**config.mk**
```make
export PLATFORM = sky130hd
export DESIGN_NAME = cfgwin_decoder
export DESIGN_NICKNAME = d
export VERILOG_FILES = /design/src/rtl/cfgwin_pkg.sv /design/src/rtl/cfgwin_reg.sv /design/src/rtl/cfgwin_len_decode.sv /design/src/rtl/cfgwin_match.sv /design/src/rtl/cfgwin_decoder.sv
export SDC_FILE = /design/constraint.sdc
export NUM_CORES = 1
export LEC_CHECK = 0
export ABC_AREA = 1
export ABC_CLOCK_PERIOD_IN_PS = 2750
export CORE_ASPECT_RATIO = 1.25
export CORE_MARGIN = 3
export CORE_UTILIZATION = 25
export CTS_BUF_LIST = sky130_fd_sc_hd__clkbuf_4 sky130_fd_sc_hd__clkbuf_8 sky130_fd_sc_hd__clkbuf_16
export DETAILED_ROUTE_END_ITERATION = 7
export DONT_BUFFER_PORTS = 1
export HOLD_SLACK_MARGIN = 0.15
export PLACE_DENSITY = 0.36
export SKIP_CTS_REPAIR_TIMING = 1
export SLEW_MARGIN = 40
export SYNTH_ARGS = -nofsm -noshare
export SYNTH_HDL_FRONTEND = slang
export SYNTH_SLANG_ARGS = --single-unit
```
**constraint.sdc**
```tcl
create_clock -name clk -period 2.75 [get_ports clk]
set_clock_uncertainty 0.15 [all_clocks]
set_input_delay 0.4125 -clock clk [delete_from_list [all_inputs] [get_ports clk]]
set_output_delay 0.4125 -clock clk [all_outputs]
set_load 0.02 [all_outputs]
```
**src/rtl/cfgwin_pkg.sv**
```systemverilog
`timescale 1ns/1ps
package cfgwin_pkg;

    // Address field widths of a configuration access inside the window
    localparam int OFF_W   = 12;
    localparam int FUNC_W  = 3;
    localparam int DEV_W   = 5;
    localparam int FUNC_LSB = OFF_W;
    localparam int DEV_LSB  = OFF_W + FUNC_W;
    localparam int BUS_LSB  = OFF_W + FUNC_W + DEV_W;

    // Register layout (bit positions decoded by neighbouring logic)
    localparam int EN_BIT  = 0;
    localparam int LEN_LSB = 1;
    localparam int RO_LO   = 3;
    localparam int RO_HI   = 25;

    typedef enum logic [1:0] {
        LEN_256M = 2'b00,
        LEN_128M = 2'b01,
        LEN_64M  = 2'b10,
        LEN_RSVD = 2'b11
    } len_code_e;

endpackage

```
**src/rtl/cfgwin_reg.sv**
```systemverilog
`timescale 1ns/1ps
module cfgwin_reg import cfgwin_pkg::*; #(
    parameter int                REG_W     = 64,
    parameter logic [REG_W-1:0]  RESET_VAL = 64'h0000_0000_B000_0001
) (
    input  logic             clk,
    input  logic             rst_n,
    input  logic             wr_en,
    input  logic [REG_W/8-1:0] wr_be,
    input  logic [REG_W-1:0] wr_data,
    output logic [REG_W-1:0] reg_q
);

    localparam int NBYTES = REG_W / 8;
    localparam logic [REG_W-1:0] RO_BITS =
        ((REG_W'(1) << (RO_HI + 1)) - REG_W'(1)) & ~((REG_W'(1) << RO_LO) - REG_W'(1));
    localparam logic [REG_W-1:0] WR_MASK = ~RO_BITS;

    logic [REG_W-1:0] byte_next;
    logic [REG_W-1:0] reg_d;

    for (genvar b = 0; b < NBYTES; b++) begin : g_byte
        assign byte_next[b*8 +: 8] = (wr_en && wr_be[b])
                                   ? (wr_data[b*8 +: 8] & WR_MASK[b*8 +: 8])
                                   : reg_q[b*8 +: 8];
    end

    always_comb begin
        reg_d = byte_next;
    end

    always_ff @(posedge clk or negedge rst_n) begin
        if (!rst_n) reg_q <= RESET_VAL & WR_MASK;
        else        reg_q <= reg_d;
    end

    // without a write strobe the register holds
    p_hold_r2: assert property (@(posedge clk) disable iff (!rst_n)
        !wr_en |=> $stable(reg_q));

    // a fully writable top byte takes the written data
    p_top_byte_r2: assert property (@(posedge clk) disable iff (!rst_n)
        (wr_en && wr_be[NBYTES-1]) |=> reg_q[REG_W-1 -: 8] == $past(wr_data[REG_W-1 -: 8]));

    // a disabled low byte keeps its value
    p_low_byte_kept_r2: assert property (@(posedge clk) disable iff (!rst_n)
        !wr_be[0] |=> $stable(reg_q[7:0]));

endmodule

```
**src/rtl/cfgwin_len_decode.sv**
```systemverilog
`timescale 1ns/1ps
module cfgwin_len_decode import cfgwin_pkg::*; #(
    parameter int REG_W        = 64,
    parameter int WIN_MAX_LOG2 = 28,
    parameter int SIZE_W       = 32
) (
    input  logic [REG_W-1:0]                  cfg,
    output logic                              win_en,
    output logic                              len_err,
    output logic [REG_W-1:0]                  addr_mask,
    output logic [REG_W-1:0]                  eff_base,
    output logic [SIZE_W-1:0]                 win_size,
    output logic [WIN_MAX_LOG2-BUS_LSB-1:0]   bus_mask
);

    localparam int BUS_W = WIN_MAX_LOG2 - BUS_LSB;

    len_code_e code;
    int        shift;

    always_comb begin
        code    = len_code_e'(cfg[LEN_LSB +: 2]);
        win_en  = cfg[EN_BIT];
        len_err = 1'b0;
        shift   = 0;
        case (code)
            LEN_256M: shift = 0;
            LEN_128M: shift = 1;
            LEN_64M:  shift = 2;
            default: begin
                shift   = 0;
                len_err = 1'b1;
            end
        endcase
        addr_mask = ~((REG_W'(1) << (WIN_MAX_LOG2 - shift)) - REG_W'(1));
        if (len_err) begin
            eff_base = '0;
            win_size = '0;
            bus_mask = '0;
        end else begin
            eff_base = cfg & addr_mask;
            win_size = SIZE_W'(1) << (WIN_MAX_LOG2 - shift);
            bus_mask = BUS_W'((1 << (BUS_W - shift)) - 1);
        end
    end

endmodule

```
**src/rtl/cfgwin_match.sv**
```systemverilog
`timescale 1ns/1ps
module cfgwin_match import cfgwin_pkg::*; #(
    parameter int REG_W        = 64,
    parameter int WIN_MAX_LOG2 = 28
) (
    input  logic                              clk,
    input  logic                              rst_n,
    input  logic                              req_valid,
    input  logic [REG_W-1:0]                  req_addr,
    input  logic                              win_en,
    input  logic                              len_err,
    input  logic [REG_W-1:0]                  addr_mask,
    input  logic [REG_W-1:0]                  eff_base,
    input  logic [WIN_MAX_LOG2-BUS_LSB-1:0]   bus_mask,
    output logic                              rsp_valid,
    output logic                              rsp_hit,
    output logic [WIN_MAX_LOG2-BUS_LSB-1:0]   rsp_bus,
    output logic [DEV_W-1:0]                  rsp_dev,
    output logic [FUNC_W-1:0]                 rsp_func,
    output logic [OFF_W-1:0]                  rsp_off
);

    localparam int BUS_W = WIN_MAX_LOG2 - BUS_LSB;

    typedef struct packed {
        logic              valid;
        logic              hit;
        logic [BUS_W-1:0]  bus;
        logic [DEV_W-1:0]  dev;
        logic [FUNC_W-1:0] func;
        logic [OFF_W-1:0]  off;
    } match_state_t;

    match_state_t state_d, state_q;
    logic         hit_now;

    always_comb begin
        hit_now = req_valid && win_en && !len_err
               && ((req_addr & addr_mask) == eff_base);
        state_d       = '0;
        state_d.valid = req_valid;
        state_d.hit   = hit_now;
        if (hit_now) begin
            state_d.bus  = req_addr[BUS_LSB +: BUS_W] & bus_mask;
            state_d.dev  = req_addr[DEV_LSB +: DEV_W];
            state_d.func = req_addr[FUNC_LSB +: FUNC_W];
            state_d.off  = req_addr[0 +: OFF_W];
        end
    end

    always_ff @(posedge clk or negedge rst_n) begin
        if (!rst_n) state_q <= '0;
        else        state_q <= state_d;
    end

    assign rsp_valid = state_q.valid;
    assign rsp_hit   = state_q.hit;
    assign rsp_bus   = state_q.bus;
    assign rsp_dev   = state_q.dev;
    assign rsp_func  = state_q.func;
    assign rsp_off   = state_q.off;

    // response strobe trails the request by one cycle
    p_rsp_timing_r8: assert property (@(posedge clk) disable iff (!rst_n)
        1'b1 |=> rsp_valid == $past(req_valid));

    // a hit is only ever reported with a valid response
    p_hit_needs_valid_r8: assert property (@(posedge clk) disable iff (!rst_n)
        rsp_hit |-> rsp_valid);

    // disabled window never hits
    p_disabled_no_hit_r7: assert property (@(posedge clk) disable iff (!rst_n)
        (req_valid && !win_en) |=> !rsp_hit);

    // reserved size code never hits
    p_reserved_no_hit_r6: assert property (@(posedge clk) disable iff (!rst_n)
        (req_valid && len_err) |=> !rsp_hit);

    // fields are zero on a miss
    p_miss_zero_r9: assert property (@(posedge clk) disable iff (!rst_n)
        !rsp_hit |-> (rsp_bus == '0 && rsp_dev == '0 && rsp_func == '0 && rsp_off == '0));

    // bus number stays within the size-dependent range
    p_bus_limit_r10: assert property (@(posedge clk) disable iff (!rst_n)
        req_valid |=> (rsp_bus & ~$past(bus_mask)) == '0);

endmodule

```
**src/rtl/cfgwin_decoder.sv**
```systemverilog
`timescale 1ns/1ps
module cfgwin_decoder import cfgwin_pkg::*; #(
    parameter int               REG_W        = 64,
    parameter logic [REG_W-1:0] RESET_VAL    = 64'h0000_0000_B000_0001,
    parameter int               WIN_MAX_LOG2 = 28,
    parameter int               SIZE_W       = 32
) (
    input  logic                             clk,
    input  logic                             rst_n,
    input  logic                             wr_en,
    input  logic [REG_W/8-1:0]               wr_be,
    input  logic [REG_W-1:0]                 wr_data,
    output logic [REG_W-1:0]                 reg_rd,
    output logic [REG_W-1:0]                 eff_base,
    output logic [SIZE_W-1:0]                win_size,
    output logic                             len_err,
    input  logic                             req_valid,
    input  logic [REG_W-1:0]                 req_addr,
    output logic                             rsp_valid,
    output logic                             rsp_hit,
    output logic [WIN_MAX_LOG2-BUS_LSB-1:0]  rsp_bus,
    output logic [DEV_W-1:0]                 rsp_dev,
    output logic [FUNC_W-1:0]                rsp_func,
    output logic [OFF_W-1:0]                 rsp_off
);

    localparam int BUS_W = WIN_MAX_LOG2 - BUS_LSB;

    logic [REG_W-1:0] cfg_q;
    logic             win_en;
    logic [REG_W-1:0] addr_mask;
    logic [BUS_W-1:0] bus_mask;

    cfgwin_reg #(
        .REG_W     (REG_W),
        .RESET_VAL (RESET_VAL)
    ) u_reg (
        .clk     (clk),
        .rst_n   (rst_n),
        .wr_en   (wr_en),
        .wr_be   (wr_be),
        .wr_data (wr_data),
        .reg_q   (cfg_q)
    );

    cfgwin_len_decode #(
        .REG_W        (REG_W),
        .WIN_MAX_LOG2 (WIN_MAX_LOG2),
        .SIZE_W       (SIZE_W)
    ) u_len (
        .cfg       (cfg_q),
        .win_en    (win_en),
        .len_err   (len_err),
        .addr_mask (addr_mask),
        .eff_base  (eff_base),
        .win_size  (win_size),
        .bus_mask  (bus_mask)
    );

    cfgwin_match #(
        .REG_W        (REG_W),
        .WIN_MAX_LOG2 (WIN_MAX_LOG2)
    ) u_match (
        .clk       (clk),
        .rst_n     (rst_n),
        .req_valid (req_valid),
        .req_addr  (req_addr),
        .win_en    (win_en),
        .len_err   (len_err),
        .addr_mask (addr_mask),
        .eff_base  (eff_base),
        .bus_mask  (bus_mask),
        .rsp_valid (rsp_valid),
        .rsp_hit   (rsp_hit),
        .rsp_bus   (rsp_bus),
        .rsp_dev   (rsp_dev),
        .rsp_func  (rsp_func),
        .rsp_off   (rsp_off)
    );

    assign reg_rd = cfg_q;

    // a valid size code yields a power-of-two window
    p_size_pow2_r4: assert property (@(posedge clk) disable iff (!rst_n)
        !len_err |-> $onehot(win_size));

    // the effective base is aligned to the window size
    p_base_aligned_r5: assert property (@(posedge clk) disable iff (!rst_n)
        !len_err |-> (eff_base & REG_W'(win_size - SIZE_W'(1))) == '0);

    // reserved code zeroes size and base
    p_reserved_outputs_r6: assert property (@(posedge clk) disable iff (!rst_n)
        len_err |-> (win_size == '0 && eff_base == '0));

endmodule

```
==> results.md, run 1 <==
* Worst-Margin Slew at 0.618 ns
* Met2 wire length at 7240 um
* Cell area power density at 649 nW/um2
* Via count at 3463
* Ys async rst share at 100%
* Final Max Slew Viols at 0
* Antenna violation net count after detailed routing at 0
* Final wirelength at approximately 14000 um
* DP Worst Slack at 0.142 ns
* Status: finished, final reports clean
* H-tree Lvls at 3
* Fmax at about 0.40 GHz
* Root Buffer: clkbuf_16
* Most instantiated cells after synthesis: 111 x nand2_1, 75 x buf_4, 72 x inv_1
* Min Tclk post-route at 2.51 ns
* Most common cell in the synthesized netlist: nand2_1
* Share of layout cells above drive strength 1 at 15.5%
* CTS tree: yes
* R2R Setup Slk at approximately 0.24 ns
* LEAKAGE at 2.92 nW
* Tightest hold margin at roughly 0.25 ns
* Post-Syn Area at 4400 um2
* First-pass GRT wire length at 19700 um
* CTS clk-pin slew, worst paths at 0.06 ns
* Initial Util at approximately a quarter
* Maximum vdd ir drop at 0.219 mV
* Synth cell types at 29
* RSZ-0062 raised after global routing: no
* Max cap viols at 0
* Die width at 125 um
* P&R area growth vs syn at 25.7%
* Residual DRC at 0
* I/O Buffers at 0
* Yosys warnings at 0
* All-layer global routing usage at about 14%
* Relative slew slack at 58.7%
* HP Class: input port to flop
* Vias in the first global route at 3233
* Initial antenna violation count at 0
* Yosys reg bits at 71
* Fin nets at 769
* Post-synth top area share at a little under two fifths
* Post-synthesis cell count at 533
* Worst skew pair latency at 0.34 ns
* Max Buffers Root-to-Sink at 2
* Die Ht at approximately 150 um
* Final HPWL DP at 10700 um
* Worst setup margin at 0.236 ns
* Final worst-path cycle share at 91.4%
* Core Region at 17000 um2
* Top Metal Used: met4
* Worst setup EP type: flop
* CTS buffer count at 9
* Top Ports at 331
* Critical Path RT at around 2.9 ns
* DR pass1 iterations at 5
* Final setup vio count at 0
* Synth top area cells: dfrtp_1 38%, buf_4 13%, nand2_1 9.5%
* Detailed Route Iter0 Violations at 88
* Routed len/inst at between 15 and 20 um
* Avg Cell Area, Syn at approximately 8.3 um2
* Mean number of vias per cell at 4.09
* Clock Sinks at 71
* CP Class: flop to flop
* Site row count at 53
* N_diodes at 0
* Global route overflow at 0
* Die area at 19200 um2
* Most common flop cell mapped by yosys: dfrtp_1
* Critical Path Fanout Max at 46
* Met1 Routed Length at 5060 um
* Setup TNS at 0 ns
* Seq/Total Area, Yosys at 40.5%
* Startpoint types: flop
* GP Congestion at just over 0.7
* Top cell type by total area after synthesis: dfrtp_1
* Worst Path Arrival at between 2 and 3 ns
* Met3 WL post-DR at 1140 um
* Filler cell count at 1833
* Largest net degree at the start of global routing at 72
* Post-synth EDFFs at 0
* Endpoints failing hold at 0
## area by class of cell
| class | instances | area (um2) | area share, % |
|---|---|---|---|
| clock buffer | 10 | 233 | 4.21 |
| clock inverter | 6 | 92.6 | 1.67 |
| inverter | 75 | 294 | 5.31 |
| multi-input combinational | 374 | 1950 | 35.3 |
| sequential | 71 | 1780 | 32.2 |
| tap | 220 | 275 | 4.98 |
| timing repair buffer | 91 | 906 | 16.4 |
## worst paths after layout
kind,to,cells past startpoint,from
worst max-delay path,u_match.rsp_off[0],12,u_reg.reg_q[2]
worst min-delay path,u_reg.reg_q[1],2,wr_be[0]
worst max register to register,u_match.rsp_off[0],12,u_reg.reg_q[2]
worst min register to register,u_reg.reg_q[28],2,u_reg.reg_q[28]
max in group asynchronous,u_reg.reg_q[28],2,rst_n
min in group asynchronous,u_match.rsp_dev[3],2,rst_n
## placed cells by master, fill, tap and decap left out, drive strengths merged
master,n
xor2,1
a21oi,12
inv,75
dfstp,4
clkinvlp,2
bufinv,2
nand4,2
clkbuf,10
clkinv,2
dfrtp,67
nor2,82
dlygate4sd3,71
o21bai,5
mux2,29
nand2,118
conb,75
buf,20
a31oi,1
nand3,17
xnor2,3
ha,7
o21ai,6
nand3b,16
## metal layers
layer / track usage, % / vias up
met4: 5.17 / 0
met3: 5.11 / 21
met5: 0 / -
met2: 23.6 / 195
li1: - / 1657
met1: 15.0 / 1590
## per-stage QoR
| stage | std cells | util [%] | cell area (um2) | total power, W |
|---|---|---|---|---|
| finish | 847 | 32.5 | 5530 | 0.00359 |
| global route | 847 | 32.5 | 5530 | 0.00381 |
| CTS | 773 | 27.9 | 4760 | 0.00355 |
| detailed placement | 757 | 26.0 | 4430 | 0.00220 |
| global placement | 757 | 26.0 | 4430 | 0.00220 |
| floorplan | 607 | - | 4680 | 0.00208 |
## worst max-delay path: stages (launching register included)
cell      delay [ns]
dfrtp_1         0.37
buf_4           0.12
ha_2            0.28
clkinv_8        0.22
nand2_2         0.13
xor2_1          0.18
nand2_1         0.07
nor2_1          0.26
nand3_1         0.13
nor2_2          0.13
nand2_2         0.07
buf_12          0.17
nor2_1          0.13
## sequential cells by signal, indices dropped and copies added, names as in the netlist
| signal | flops |
|---|---|
| u_match.rsp_hit | 1 |
| u_match.rsp_valid | 1 |
| u_match.rsp_bus | 8 |
| u_match.rsp_func | 3 |
| u_match.rsp_dev | 5 |
| u_match.rsp_off | 12 |
| u_reg.reg_q | 41 |
## cells by family after synthesis
group	count (synthesis)	share of synthesized area, %
compound gates	24	3.04
xor+xnor	4	0.796
fa+ha+maj	7	1.99
buf+inv	162	22.0
flops	71	40.5
mux	29	7.42
other cells	1	0.0852
simple gates	235	24.2
## report_power, final
part	total, W	internal, W	switching (W)
logic	0.000947	0.000324	0.000623
clock network	0.00131	0.000810	0.000497
registers	0.00134	0.00114	0.000202
No activity file was read; power rests on OpenSTA's default activity.
==> inputs of run 2 (changes only) <==
Settings changed: SYNTH_HIERARCHICAL from default to 1.
==> run 2 against run 1 <==
- die area is 26% higher
- combinational power is 18% higher
- register-to-register slack worse by 0.03 ns
- largest power group is now clock
- final cell count is 48% higher
- critical path depth is 2 higher
- utilization is 0.13 points higher
- worst setup slack worse by 0.033 ns
- area after synthesis is 28% higher
==> results.md, run 2 <==
* Status: finished, final reports clean
* Maximum vdd ir drop at 0.349 mV
* Worst setup EP type: flop
* Final setup vio count at 0
* CTS clk-pin slew, worst paths at 0.06 ns
* Relative slew slack at around two fifths
* Top Ports at 331
* Top cell type by total area after synthesis: dfrtp_1
* Most common cell in the synthesized netlist: nand2_1
* Initial antenna violation count at 0
* Most instantiated cells after synthesis: 289 x nand2_1, 141 x buf_4, 98 x nor2_1
* Synth top area cells: dfrtp_1 30%, nand2_1 19%, buf_4 19%
* Die width at 140 um
* Vias in the first global route at roughly 4300
* Ys async rst share at between 90% and 100%
* Final HPWL DP at 15300 um
* Via count at 4908
* Startpoint types: flop
* Residual DRC at 0
* I/O Buffers at 0
* Worst skew pair latency at 0.34 ns
* Share of layout cells above drive strength 1 at 9.84%
* Global route overflow at 0
* DR pass1 iterations at 4
* GP Congestion at 0.809
* Initial Util at 25.7%
* First-pass GRT wire length at 27200 um
* Fin nets at 1119
* Yosys warnings at 6
* Min Tclk post-route at 2.55 ns
* H-tree Lvls at 3
* P&R area growth vs syn at 26.7%
* LEAKAGE at 3.75 nW
* Final worst-path cycle share at 92.6%
* Commonest non-fill, non-tap cell in the layout: nand2_1
* Routed len/inst at roughly 16 um
* Critical Path RT at 2.86 ns
* Fmax at 0.393 GHz
* Critical Path Fanout Max at 27
* Post-synth top area share at 29.8%
* Core Region at 21800 um2
* Seq/Total Area, Yosys at 31.7%
* Mean number of vias per cell at 3.91
* Setup TNS at 0 ns
* Number of flip-flops in the largest register at between 40 and 50
* Antenna violation net count after detailed routing at 0
* Placed cell areas at 5670 um2
* Worst hold stages at 3
* Detailed Route Iter0 Violations at 157
* Most common flop cell mapped by yosys: dfrtp_1
* Largest net degree at the start of global routing at 72
* Root Buffer: clkbuf_16
* Site row count at 60
* Fin area at 7120 um2
* CP Class: flop to flop
* N_diodes at 0
* Clock Sinks at between 70 and 80
* Avg Cell Area, Syn at between 6 and 7 um2
* Synth cell types at 24
* All-layer global routing usage at 14.9%
* Post-Syn Area at 5620 um2
* Biggest register: u_reg/reg_q
* Final wirelength at 19500 um
* Endpoints failing hold at 0
* Yosys reg bits at 71
* Max Buffers Root-to-Sink at 2
* Dpl cells at about 1100
* Worst Path Arrival at 2.66 ns
* Post-synth EDFFs at 0
* Worst-Margin Slew at 0.881 ns
* Most frequent cells in the layout: 289 x nand2_1, 128 x conb_1, 105 x dlygate4sd3_1
* HP Class: input port to flop
* Die Ht at roughly 170 um
* Cell area power density at about 530 nW/um2
* Max cap viols at 0
* Final non-filler cell total at 1255
* Final Max Slew Viols at 0
* RSZ-0062 raised after global routing: no
* Worst reg2reg path depth at 14
* Die area at 24300 um2
* CTS tree: yes
* CTS buffer count at 9
* Post-synthesis cell count at 831
-- run 2: changes by cell type after synthesis, sizes merged, moves of 5 or more --
cell    delta
nand2    +171
buf       +70
nand3     +53
mux2      -29
nor2      +26
a21oi     -12
inv       +10
xor2      +10
o21bai     -5
-- run 2: layout make-up --
class / instances / area (um2)
Inverter: 85 / 319
Clock buffer: 9 / 225
Tap cell: 279 / 349
Timing Repair Buffer: 159 / 1520
Multi-Input combinational cell: 645 / 2830
Fill cell: 2370 / 14700
Sequential cell: 71 / 1780
Clock inverter: 7 / 103
-- run 2: per-stage QoR --
stage / hold slack, ns / worst slack (ns) / util [%] / power, W
3_5_place_dp: -0.0301 / 0.0454 / 25.9 / 0.00229
4_1_cts: -0.408 / 0.0148 / 27.4 / 0.00365
5_1_grt: 0.237 / 0.00855 / 32.6 / 0.00399
2_1_floorplan: -0.0331 / 0.0352 / - / 0.00213
6_report: 0.190 / 0.203 / 32.6 / 0.00375
3_3_place_gp: -0.0311 / 0.0756 / 25.9 / 0.00229
-- run 2: cell families (layout without fill, tap and decap cells) --
| logic type | count (synthesis) | in the layout | synth area share (%) |
|---|---|---|---|
| xor+xnor | 12 | 12 | 1.87 |
| other cells | 3 | 128 | 0.200 |
| flops | 71 | 71 | 31.7 |
| simple gates | 490 | 490 | 37.0 |
| buf+inv | 240 | 260 | 26.8 |
| compound gates | 7 | 7 | 0.623 |
| fa+ha+maj | 8 | 8 | 1.78 |
-- run 2: per-layer routing --
layer | up-vias | share of wire [%] | global-route usage, % | routed length, um
li1 | 2535 | - | - | -
met1 | 2155 | 40 | 17.7 | 7890
met2 | 198 | 51 | 25.7 | 9920
met3 | 20 | 6.5 | 3.78 | 1280
met4 | 0 | 2.1 | 5.49 | 410
met5 | - | 0 | 0 | 0
-- run 2: power by group --
group / internal [W] / total [W] / switching, W
registers: 0.00113 / 0.00131 / 0.000183
logic: 0.000415 / 0.00112 / 0.000707
clock network: 0.000805 / 0.00132 / 0.000519
-- run 2: path summary, 6_finish.rpt --
path / startpoint / to / slack (ns)
min in group asynchronous: rst_n / u_reg/reg_q[61] / 0.48
setup reg to reg: u_reg/reg_q[1] / u_match/rsp_off[5] / 0.20
max in group asynchronous: rst_n / u_reg/reg_q[0] / 1.65
hold / removal: wr_en / u_reg/reg_q[29] / 0.19
hold reg to reg: u_reg/reg_q[29] / u_reg/reg_q[29] / 0.38
setup / recovery: u_reg/reg_q[1] / u_match/rsp_off[5] / 0.20
-- run 2: worst max-delay path: stages, from the launching register on --
cell and delay (ns):
dfrtp_1 0.43, ha_2 0.23, buf_12 0.17, nor2_1 0.33
inv_1 0.07, nand3_1 0.12, nand2_1 0.07, nor2_1 0.10
nand2_1 0.07, nor2_2 0.11, nand2_1 0.06, nor2_1 0.11
nand3_2 0.12, buf_12 0.19, nor2_1 0.10
==> inputs of run 3 (changes only) <==
Settings changed: ABC_CLOCK_PERIOD_IN_PS 2750 to 3100, CORE_ASPECT_RATIO 1.25 to 1.1.
Clock period 2.75 ns to 3.1 ns, I/O delays scaled along.
==> run 3 against run 2 <==
- clock power shrank 11%
- count of clock-buffer cells in the layout grew 1
- worst hold slack lost 0.055 ns
- routed wire length shrank 0.40%
- sequential share of layout area grew 0.36 points
- highest routed layer unchanged
==> results.md, run 3 (synthesis results as in run 2) <==
* I/O Buffers at 0
* Pint at 0.00207 W
* DR pass1 iterations at 4
* Status: finished, final reports clean
* Die width at ~150 um
* Clock Sinks at 71
* Detailed Route Iter0 Violations at 141
* Startpoint types: flop
* Worst skew pair latency at roughly 0.34 ns
* Maximum vdd ir drop at 0.212 mV
* CP cell instances: inv_1, ha_1, inv_1, nand2_1, ha_1, nand2_1, nor2_1, xor2_1, nand2_1, nor2_1, nand2_1, nor2_1, nand3_2, buf_6, nor2_1
* Relative slew slack at between 30% and 40%
* N_diodes at 0
* CP Class: flop to flop
* Worst Path Arrival at between 2 and 3 ns
* Final Max Slew Viols at 0
* Worst setup EP type: flop
* Mean number of vias per cell at 3.86
* Via count at 4858
* Final wirelength at around 20000 um
* Antenna violation net count after detailed routing at 0
* Sequential Power Share at 35.3%
* Endpoints failing hold at 0
* GP Congestion at ~0.77
* Global route overflow at 0
* Setup TNS at 0 ns
* Site row count at between 50 and 60
* Cell area power density at 469 nW/um2
* Vias in the first global route at between 4000 and 5000
* Core Region at between 20000 and 25000 um2
* Max Buffers Root-to-Sink at 2
* CTS clk-pin slew, worst paths at 0.06 ns
* CTS buffer count at 9
* Number of flip-flops in the largest register at between 40 and 50
* Root Buffer: clkbuf_16
* First-pass GRT wire length at 26700 um
* Biggest register: u_reg/reg_q
* Initial antenna violation count at 0
* Worst-Margin Slew at 0.950 ns
* H-tree Lvls at 3
* Fmax at 0.365 GHz
* Max cap viols at 0
* Largest net degree at the start of global routing at 72
* P_sw at 0.00123 W
* Total power at 0.00330 W
* Share of layout cells above drive strength 1 at 8.58%
* Final setup vio count at 0
* Critical Path RT at 3.21 ns
* Residual DRC at 0
* LEAKAGE at 3.70 nW
* RSZ-0062 raised after global routing: no
* Top Ports at 331
* Die Ht at 163 um
* CTS tree: yes
* Critical Path Fanout Max at 29
* HP Class: input port to flop
* All-layer global routing usage at 14.8%
* Clk pwr share at a little over a third
* Switching fraction of total power at 37.3%
* Commonest non-fill, non-tap cell in the layout: nand2_1
* Slowest CP cell: dfrtp_2
* Routed len/inst at 15.4 um
* Final worst-path cycle share at 88.3%
* Most frequent cells in the layout: 289 x nand2_1, 128 x conb_1, 104 x dlygate4sd3_1
* Min Tclk post-route at between 2 and 3 ns
* P&R area growth vs syn at 25.1%
* Final HPWL DP at 15000 um
* Die area at around 24000 um2
* Logic pwr share at 29.2%
* Fin nets at about 1100
* Critical Path Max Stage Delay at 0.43 ns
* Initial Util at about a quarter
-- run 3: area by class of cell --
| cell class | count | area [um2] |
|---|---|---|
| Fill cell | 2409 | 14700 |
| Multi-Input combinational cell | 645 | 2800 |
| Sequential cell | 71 | 1780 |
| Timing Repair Buffer | 150 | 1440 |
| Tap cell | 290 | 363 |
| Inverter | 85 | 319 |
| Clock buffer | 10 | 233 |
| Clock inverter | 6 | 93.8 |
-- run 3: worst paths after layout --
kind / start / endpoint / slack [ns] / cells past startpoint
worst max register to register: u_reg/reg_q[2] / u_match/rsp_dev[0] / 0.36 / 15
max in group asynchronous: rst_n / u_match/rsp_off[10] / 1.95 / 2
worst min-delay path: wr_en / u_reg/reg_q[58] / 0.14 / 2
worst min register to register: u_reg/reg_q[28] / u_reg/reg_q[28] / 0.39 / 2
worst max-delay path: u_reg/reg_q[2] / u_match/rsp_dev[0] / 0.36 / 15
min in group asynchronous: rst_n / u_reg/reg_q[63] / 0.51 / 2
-- run 3: routing by layer --
layer	global-route usage, %	part of all wire, %	vias to the layer above
met5	0	0	-
met4	3.66	1.2	0
met3	5.08	7.3	11
met2	24.6	49	190
met1	18.5	43	2146
li1	-	-	2511
-- run 3: worst max-delay path: cells and delay by family (launching register included) --
family | cells | cell delay (ns)
XOR/XNOR | 1 | 0.15
adder cells (fa/ha/maj) | 2 | 0.67
buffers and inverters | 3 | 0.42
flip-flops | 1 | 0.43
AND/OR/NAND/NOR | 9 | 0.81
-- run 3: through the flow --
| stage | std cells | worst slack [ns] | util (%) | cell area (um2) | hold slack [ns] |
|---|---|---|---|---|---|
| 2_1_floorplan | 956 | 0.292 | - | 6090 | 0.0194 |
| 3_3_place_gp | 1135 | 0.222 | 25.8 | 5610 | 0.0233 |
| 3_5_place_dp | 1135 | 0.170 | 25.8 | 5610 | 0.0228 |
| 4_1_cts | 1151 | 0.126 | 27.3 | 5940 | -0.357 |
| 5_1_grt | 1257 | 0.0529 | 32.4 | 7030 | 0.151 |
| 6_report | 1257 | 0.363 | 32.4 | 7030 | 0.135 |
-- run 3: power groups by stage --
stage	Sequential, W	Combinational (W)	Clock, W
after floorplan	0.00115	0.000734	0
after global placement	0.00118	0.000823	0
after detailed placement	0.00118	0.000823	0
after CTS	0.00117	0.000826	0.00122
after global routing	0.00118	0.00108	0.00125
final	0.00116	0.000963	0.00117
